<file path="src/rtl/lvp_pkg.sv">
package lvp_pkg;
  typedef enum logic [1:0] {
    UPD_ALLOC   = 2'd0,
    UPD_BUMP    = 2'd1,
    UPD_REPLACE = 2'd2
  } upd_e;
endpackage

</file>
<file path="src/rtl/lvp_table.sv">
module lvp_table #(
  parameter int IDX_W  = 4,
  parameter int TAG_W  = 28,
  parameter int DATA_W = 32,
  parameter int CONF_W = 2
) (
  input  logic              clk_i,
  input  logic              rst_ni,
  input  logic [IDX_W-1:0]  rd_a_idx_i,
  output logic              rd_a_vld_o,
  output logic [TAG_W-1:0]  rd_a_tag_o,
  output logic [DATA_W-1:0] rd_a_data_o,
  output logic [CONF_W-1:0] rd_a_conf_o,
  input  logic [IDX_W-1:0]  rd_b_idx_i,
  output logic              rd_b_vld_o,
  output logic [TAG_W-1:0]  rd_b_tag_o,
  output logic [DATA_W-1:0] rd_b_data_o,
  output logic [CONF_W-1:0] rd_b_conf_o,
  input  logic              wr_en_i,
  input  logic [IDX_W-1:0]  wr_idx_i,
  input  logic [TAG_W-1:0]  wr_tag_i,
  input  logic [DATA_W-1:0] wr_data_i,
  input  logic [CONF_W-1:0] wr_conf_i
);
  localparam int N = 1 << IDX_W;

  logic              ent_vld  [N];
  logic [TAG_W-1:0]  ent_tag  [N];
  logic [DATA_W-1:0] ent_data [N];
  logic [CONF_W-1:0] ent_conf [N];

  for (genvar i = 0; i < N; i++) begin : g_ent
    always_ff @(posedge clk_i or negedge rst_ni) begin
      if (!rst_ni) begin
        ent_vld[i]  <= 1'b0;
        ent_tag[i]  <= '0;
        ent_data[i] <= '0;
        ent_conf[i] <= '0;
      end else if (wr_en_i && (wr_idx_i == IDX_W'(i))) begin
        ent_vld[i]  <= 1'b1;
        ent_tag[i]  <= wr_tag_i;
        ent_data[i] <= wr_data_i;
        ent_conf[i] <= wr_conf_i;
      end
    end
  end

  assign rd_a_vld_o  = ent_vld[rd_a_idx_i];
  assign rd_a_tag_o  = ent_tag[rd_a_idx_i];
  assign rd_a_data_o = ent_data[rd_a_idx_i];
  assign rd_a_conf_o = ent_conf[rd_a_idx_i];
  assign rd_b_vld_o  = ent_vld[rd_b_idx_i];
  assign rd_b_tag_o  = ent_tag[rd_b_idx_i];
  assign rd_b_data_o = ent_data[rd_b_idx_i];
  assign rd_b_conf_o = ent_conf[rd_b_idx_i];
endmodule

</file>
<file path="src/rtl/lvp_match.sv">
module lvp_match #(
  parameter int TAG_W    = 28,
  parameter int CONF_W   = 2,
  parameter int USE_THR  = 2
) (
  input  logic              vld_i,
  input  logic [TAG_W-1:0]  tag_ent_i,
  input  logic [TAG_W-1:0]  tag_req_i,
  input  logic [CONF_W-1:0] conf_i,
  output logic              hit_o,
  output logic              conf_ok_o
);
  assign hit_o     = vld_i && (tag_ent_i == tag_req_i);
  assign conf_ok_o = hit_o && (conf_i >= CONF_W'(USE_THR));
endmodule

</file>
<file path="src/rtl/lvp_update.sv">
module lvp_update
  import lvp_pkg::*;
#(
  parameter int DATA_W = 32,
  parameter int CONF_W = 2
) (
  input  logic              hit_i,
  input  logic              conf_ok_i,
  input  logic [DATA_W-1:0] ent_data_i,
  input  logic [CONF_W-1:0] ent_conf_i,
  input  logic [DATA_W-1:0] act_data_i,
  output upd_e              action_o,
  output logic [DATA_W-1:0] wr_data_o,
  output logic [CONF_W-1:0] wr_conf_o,
  output logic              squash_o
);
  logic same;
  assign same = (ent_data_i == act_data_i);

  always_comb begin
    if (!hit_i)     action_o = UPD_ALLOC;
    else if (same)  action_o = UPD_BUMP;
    else            action_o = UPD_REPLACE;
  end

  always_comb begin
    wr_data_o = act_data_i;
    wr_conf_o = '0;
    unique case (action_o)
      UPD_BUMP: begin
        wr_data_o = ent_data_i;
        wr_conf_o = (ent_conf_i == '1) ? ent_conf_i : ent_conf_i + 1'b1;
      end
      default: ;
    endcase
  end

  // only a prediction that would have been used can be wrong enough to squash
  assign squash_o = conf_ok_i && (action_o == UPD_REPLACE);
endmodule

</file>
<file path="src/rtl/lvp_top.sv">
module lvp_top
  import lvp_pkg::*;
#(
  parameter int ADDR_W  = 32,
  parameter int DATA_W  = 32,
  parameter int IDX_W   = 4,
  parameter int CONF_W  = 2,
  parameter int USE_THR = 2
) (
  input  logic              clk_i,
  input  logic              rst_ni,
  input  logic              lookup_valid_i,
  input  logic [ADDR_W-1:0] lookup_pc_i,
  input  logic              verify_valid_i,
  input  logic [ADDR_W-1:0] verify_pc_i,
  input  logic [DATA_W-1:0] verify_data_i,
  output logic              pred_use_o,
  output logic [DATA_W-1:0] pred_data_o,
  output logic              squash_o,
  output logic [DATA_W-1:0] fix_data_o
);
  localparam int TAG_W = ADDR_W - IDX_W;

  logic [IDX_W-1:0]  lk_idx, vf_idx;
  logic [TAG_W-1:0]  lk_tag, vf_tag;
  logic              lk_vld, vf_vld;
  logic [TAG_W-1:0]  lk_ent_tag, vf_ent_tag;
  logic [DATA_W-1:0] lk_ent_data, vf_ent_data;
  logic [CONF_W-1:0] lk_ent_conf, vf_ent_conf;
  logic              lk_hit, lk_ok, vf_hit, vf_ok;
  upd_e              vf_action;
  logic [DATA_W-1:0] wr_data;
  logic [CONF_W-1:0] wr_conf;
  logic              squash_d;

  assign lk_idx = lookup_pc_i[IDX_W-1:0];
  assign lk_tag = lookup_pc_i[ADDR_W-1:IDX_W];
  assign vf_idx = verify_pc_i[IDX_W-1:0];
  assign vf_tag = verify_pc_i[ADDR_W-1:IDX_W];

  lvp_table #(
    .IDX_W(IDX_W), .TAG_W(TAG_W), .DATA_W(DATA_W), .CONF_W(CONF_W)
  ) u_table (
    .clk_i       (clk_i),
    .rst_ni      (rst_ni),
    .rd_a_idx_i  (lk_idx),
    .rd_a_vld_o  (lk_vld),
    .rd_a_tag_o  (lk_ent_tag),
    .rd_a_data_o (lk_ent_data),
    .rd_a_conf_o (lk_ent_conf),
    .rd_b_idx_i  (vf_idx),
    .rd_b_vld_o  (vf_vld),
    .rd_b_tag_o  (vf_ent_tag),
    .rd_b_data_o (vf_ent_data),
    .rd_b_conf_o (vf_ent_conf),
    .wr_en_i     (verify_valid_i),
    .wr_idx_i    (vf_idx),
    .wr_tag_i    (vf_tag),
    .wr_data_i   (wr_data),
    .wr_conf_i   (wr_conf)
  );

  lvp_match #(.TAG_W(TAG_W), .CONF_W(CONF_W), .USE_THR(USE_THR)) u_lk_match (
    .vld_i(lk_vld), .tag_ent_i(lk_ent_tag), .tag_req_i(lk_tag),
    .conf_i(lk_ent_conf), .hit_o(lk_hit), .conf_ok_o(lk_ok)
  );

  lvp_match #(.TAG_W(TAG_W), .CONF_W(CONF_W), .USE_THR(USE_THR)) u_vf_match (
    .vld_i(vf_vld), .tag_ent_i(vf_ent_tag), .tag_req_i(vf_tag),
    .conf_i(vf_ent_conf), .hit_o(vf_hit), .conf_ok_o(vf_ok)
  );

  lvp_update #(.DATA_W(DATA_W), .CONF_W(CONF_W)) u_update (
    .hit_i      (vf_hit),
    .conf_ok_i  (vf_ok),
    .ent_data_i (vf_ent_data),
    .ent_conf_i (vf_ent_conf),
    .act_data_i (verify_data_i),
    .action_o   (vf_action),
    .wr_data_o  (wr_data),
    .wr_conf_o  (wr_conf),
    .squash_o   (squash_d)
  );

  always_ff @(posedge clk_i or negedge rst_ni) begin
    if (!rst_ni) begin
      pred_use_o  <= 1'b0;
      pred_data_o <= '0;
      squash_o    <= 1'b0;
      fix_data_o  <= '0;
    end else begin
      pred_use_o  <= lookup_valid_i && lk_ok;
      pred_data_o <= (lookup_valid_i && lk_ok) ? lk_ent_data : '0;
      squash_o    <= verify_valid_i && squash_d;
      if (verify_valid_i && squash_d) fix_data_o <= verify_data_i;
    end
  end
endmodule

</file>
<file path="config.mk">
export PLATFORM = sky130hd
export DESIGN_NAME = lvp_top
export DESIGN_NICKNAME = d
export VERILOG_FILES = /design/src/rtl/lvp_pkg.sv /design/src/rtl/lvp_table.sv /design/src/rtl/lvp_match.sv /design/src/rtl/lvp_update.sv /design/src/rtl/lvp_top.sv
export SDC_FILE = /design/constraint.sdc
export NUM_CORES = 2
export LEC_CHECK = 0
export BUFFER_PORTS_ARGS = -buffer_cell sky130_fd_sc_hd__buf_2
export CAP_MARGIN = 10
export CORE_UTILIZATION = 35
export CTS_CLUSTER_SIZE = 28
export DETAILED_ROUTE_END_ITERATION = 10
export GPL_TIMING_DRIVEN = 0
export PLACE_DENSITY_LB_ADDON = 0.1
export SYNTH_ARGS = -nofsm -noshare
export SYNTH_HDL_FRONTEND = slang
export SYNTH_SLANG_ARGS = --single-unit
</file>
<file path="constraint.sdc">
create_clock -name clk_i -period 2.85 [get_ports clk_i]
set_input_delay 0.57 -clock clk_i [delete_from_list [all_inputs] [get_ports clk_i]]
set_output_delay 0.57 -clock clk_i [all_outputs]
set_load 0.01 [all_outputs]
</file>
==> metrics.md <==
| Metric | Value |
|---|---|
| RSZ-0062 raised after global routing | yes |
| TritonCTS clock tree | built |
| # DRC | 0 |
| Final WL | 271,000 um |
| Final Hold Vio Count | 116 |
| Final Cycle Share | 130% |
| # setup viols final | 443 |
| DIE WIDTH | 404 um |
| Clock skew | 0.0269 ns |
| Crit Path Max Fanout | 10 |
| Layout area overhead | 19.6% |
| Post-route ant nets | 0 |
| Port Buffers | 118 |
| GRT Overall Usage | 33.2% |
| GRT overflow | 0 |
| Placed insts | 7,023 |
| EDFF count, synth | 0 |
| CP endpoint kind | flip-flop |
| IO Pins | 166 |
| Worst EP arrival | 4.38 ns |
| Placed cell area | 60,800 sq um |
| H-tree levels | 4 |
| Most frequent cells in the layout | 1,350 x nand2_1, 1,074 x dfrtp_1, 499 x mux4_2 |
| Die Y | 404 um |
| Die area | 164,000 sq um |
| Hold slack | -0.283 ns |
| Status | complete, but fails checks |
| Clock Latency Late Sink | 0.80 ns |
| Max clock buf depth | 3 |
| Post-route setup TNS | -70.74 ns |
| Sequential share of the synthesized area | 47.4% |
| Rows | 147 |
| CTS root buf | clkbuf_16 |
| Avg Cell Area, Syn | 12.0 sq um |
| Starting density of the core | 35.3% |
| DRC marker count from the first detailed-route iteration | 5,701 |
| Worst-Margin Slew | 1.16 ns |
| Final Core Density | 42.2% |
| WP data required | 3.52 ns |
| Max_cap viols | 0 |
| Max_slew headroom | 23.0% |
| Non-Filler Instances | 7,322 |
| Vias/cell | 6.07 |
| Async S/R FF share, synth | 100% |
| Largest net degree at the start of global routing | 146 |
| PD cells | 735 nW/um^2 |
| CTS Sinks | 1,074 |
| Worst Setup Start Kind | input port |
| Mapped cell area | 56,700 sq um |
| Vias in the first global route | 43,100 |
| Worst-path clk slew | 0.06 ns |
| Vias | 44,400 |
| Average wire per cell in the routed design | 37.0 um |
| Crit path time final | 3.71 ns |
| Highest clock rate | 0.269 GHz |
| Share of layout cells above drive strength 1 | 33.7% |
| Reg2reg setup slack | -0.84 ns |
| Worst VDD drop | 646 uV |
| Syn Nets | 4,822 |
| Register bit total from synthesis | 1,074 |
| Failing checks | hold timing, setup timing |
| First-pass GRT wire length | 371,000 um |
| Antenna violations before repair | 16 |
| DRT Pass-1 Iters | 6 |
| CTS buffer count | 133 |
| Pwr Total | 49.9 mW |
| Core Box Area | 161,000 sq um |
| HPWL after DPL | 181,000 um |
| Place WS | -3.80 ns |
| Synth warn | 0 |
| Fin area | 67,800 sq um |
| Static leakage | 30.6 nW |
| Max Slew Vio Count | 0 |
| GPL Wtd Cong | 0.996 |
| Cells after Synth | 4,722 |
| Netlist cell types | 80 |
| Final worst slack | -0.863 ns |
| Commonest non-fill, non-tap cell in the layout | nand2_1 |
| CP Class | input port to flip-flop |
| # nets final | 5,150 |
| Post-synth top flop | dfrtp_1 |
| HP Class | input port to async pin |
## cells by family (layout without fill, tap and decap cells)
| kind of cell | count (synthesis) | in the layout | synth area share (%) |
|---|---|---|---|
| simple gates | 1568 | 1568 | 11.0 |
| flops | 1074 | 1074 | 47.4 |
| mux | 1072 | 1072 | 31.4 |
| buf+inv | 463 | 897 | 3.86 |
| compound gates | 451 | 451 | 4.93 |
| xor+xnor | 94 | 94 | 1.45 |
| other cells | 0 | 6 | 0 |
## synthesized netlist by cell type (14+ instances only)
cell type | number | area, sq um
buf_2 | 56 | 280
mux2_2 | 396 | 4460
nand3_1 | 15 | 75.1
nand2_1 | 1364 | 5120
mux2i_1 | 137 | 1370
buf_1 | 35 | 131
a21oi_1 | 17 | 85.1
buf_6 | 29 | 327
dfrtp_1 | 1074 | 26900
a22o_1 | 40 | 350
o21ai_0 | 270 | 1350
nor2_1 | 71 | 267
buf_4 | 14 | 105
mux4_2 | 498 | 11200
o22ai_1 | 35 | 219
xnor2_1 | 54 | 473
nand2b_1 | 22 | 138
mux2_4 | 31 | 465
a221oi_1 | 17 | 149
clkbuf_1 | 300 | 1130
nor2b_1 | 43 | 269
xor2_1 | 40 | 350
## state kept, by name, indices dropped and copies added (netlist names)
signal / count
squash_o: 1
u_table.ent_tag: 448
pred_data_o: 32
u_table.ent_data: 512
pred_use_o: 1
fix_data_o: 32
u_table.ent_vld: 16
u_table.ent_conf: 32
## critical path, cell delays in order
cell and delay (ns):
buf_12 0.16, buf_12 0.24, buf_12 0.25, buf_8 0.26, mux2i_1 0.36, o221ai_1 0.16, a21oi_1 0.21, a31oi_1 0.32
nand4bb_1 0.39, nor4b_4 0.46, o2111ai_4 0.19, buf_12 0.20, buf_16 0.17, mux2_4 0.32
## power breakdown
part	internal [mW]	total, mW	leakage [nW]	switching [mW]
clock	10.6	17.9	2.21	7.30
combinational	5.70	11.2	14.8	5.48
sequential	18.2	20.8	13.6	2.57
## metal layers
metal  share of wire (%)  wire [um]  GRT usage, %  vias to the layer above
met5               0.023         63             0                        -
met4                 4.9      13100          13.9                        8
met3                  11      28800          9.99                      572
met2                  43     116000          48.1                     2592
met1                  42     113000          46.0                    23700
li1                    -          -             -                    17500
## area by class of cell
type | count | area (sq um)
multi-input combinational | 3185 | 28300
timing repair buffer | 203 | 1760
inverter | 21 | 103
tap | 2160 | 2700
sequential | 1074 | 26900
antenna | 6 | 15.0
clock buffer | 189 | 3830
buffer | 432 | 3550
clock inverter | 52 | 668
fill | 15200 | 92900
## worst paths after layout
kind	start	endpoint	cells after the start
hold reg to reg	u_table.ent_tag[216]$_DFFE_PN0P_	u_table.ent_tag[216]$_DFFE_PN0P_	2
hold / removal	rst_ni	fix_data_o[23]$_DFFE_PN0P_	1
setup reg to reg	u_table.ent_tag[167]$_DFFE_PN0P_	fix_data_o[28]$_DFFE_PN0P_	11
max in group asynchronous	rst_ni	u_table.ent_tag[393]$_DFFE_PN0P_	4
min in group clk_i	verify_pc_i[26]	u_table.ent_tag[22]$_DFFE_PN0P_	3
setup / recovery	verify_pc_i[1]	fix_data_o[28]$_DFFE_PN0P_	14
## timing repair
action	4_1_cts	5_1_grt
cloned	6	0
pin swaps	20	16
resized for setup	463	170
buffers inserted	56	4
setup endpoints to repair	1074	721
endpoints found under the hold margin	116	116
No activity file was read; power rests on OpenSTA's default activity.
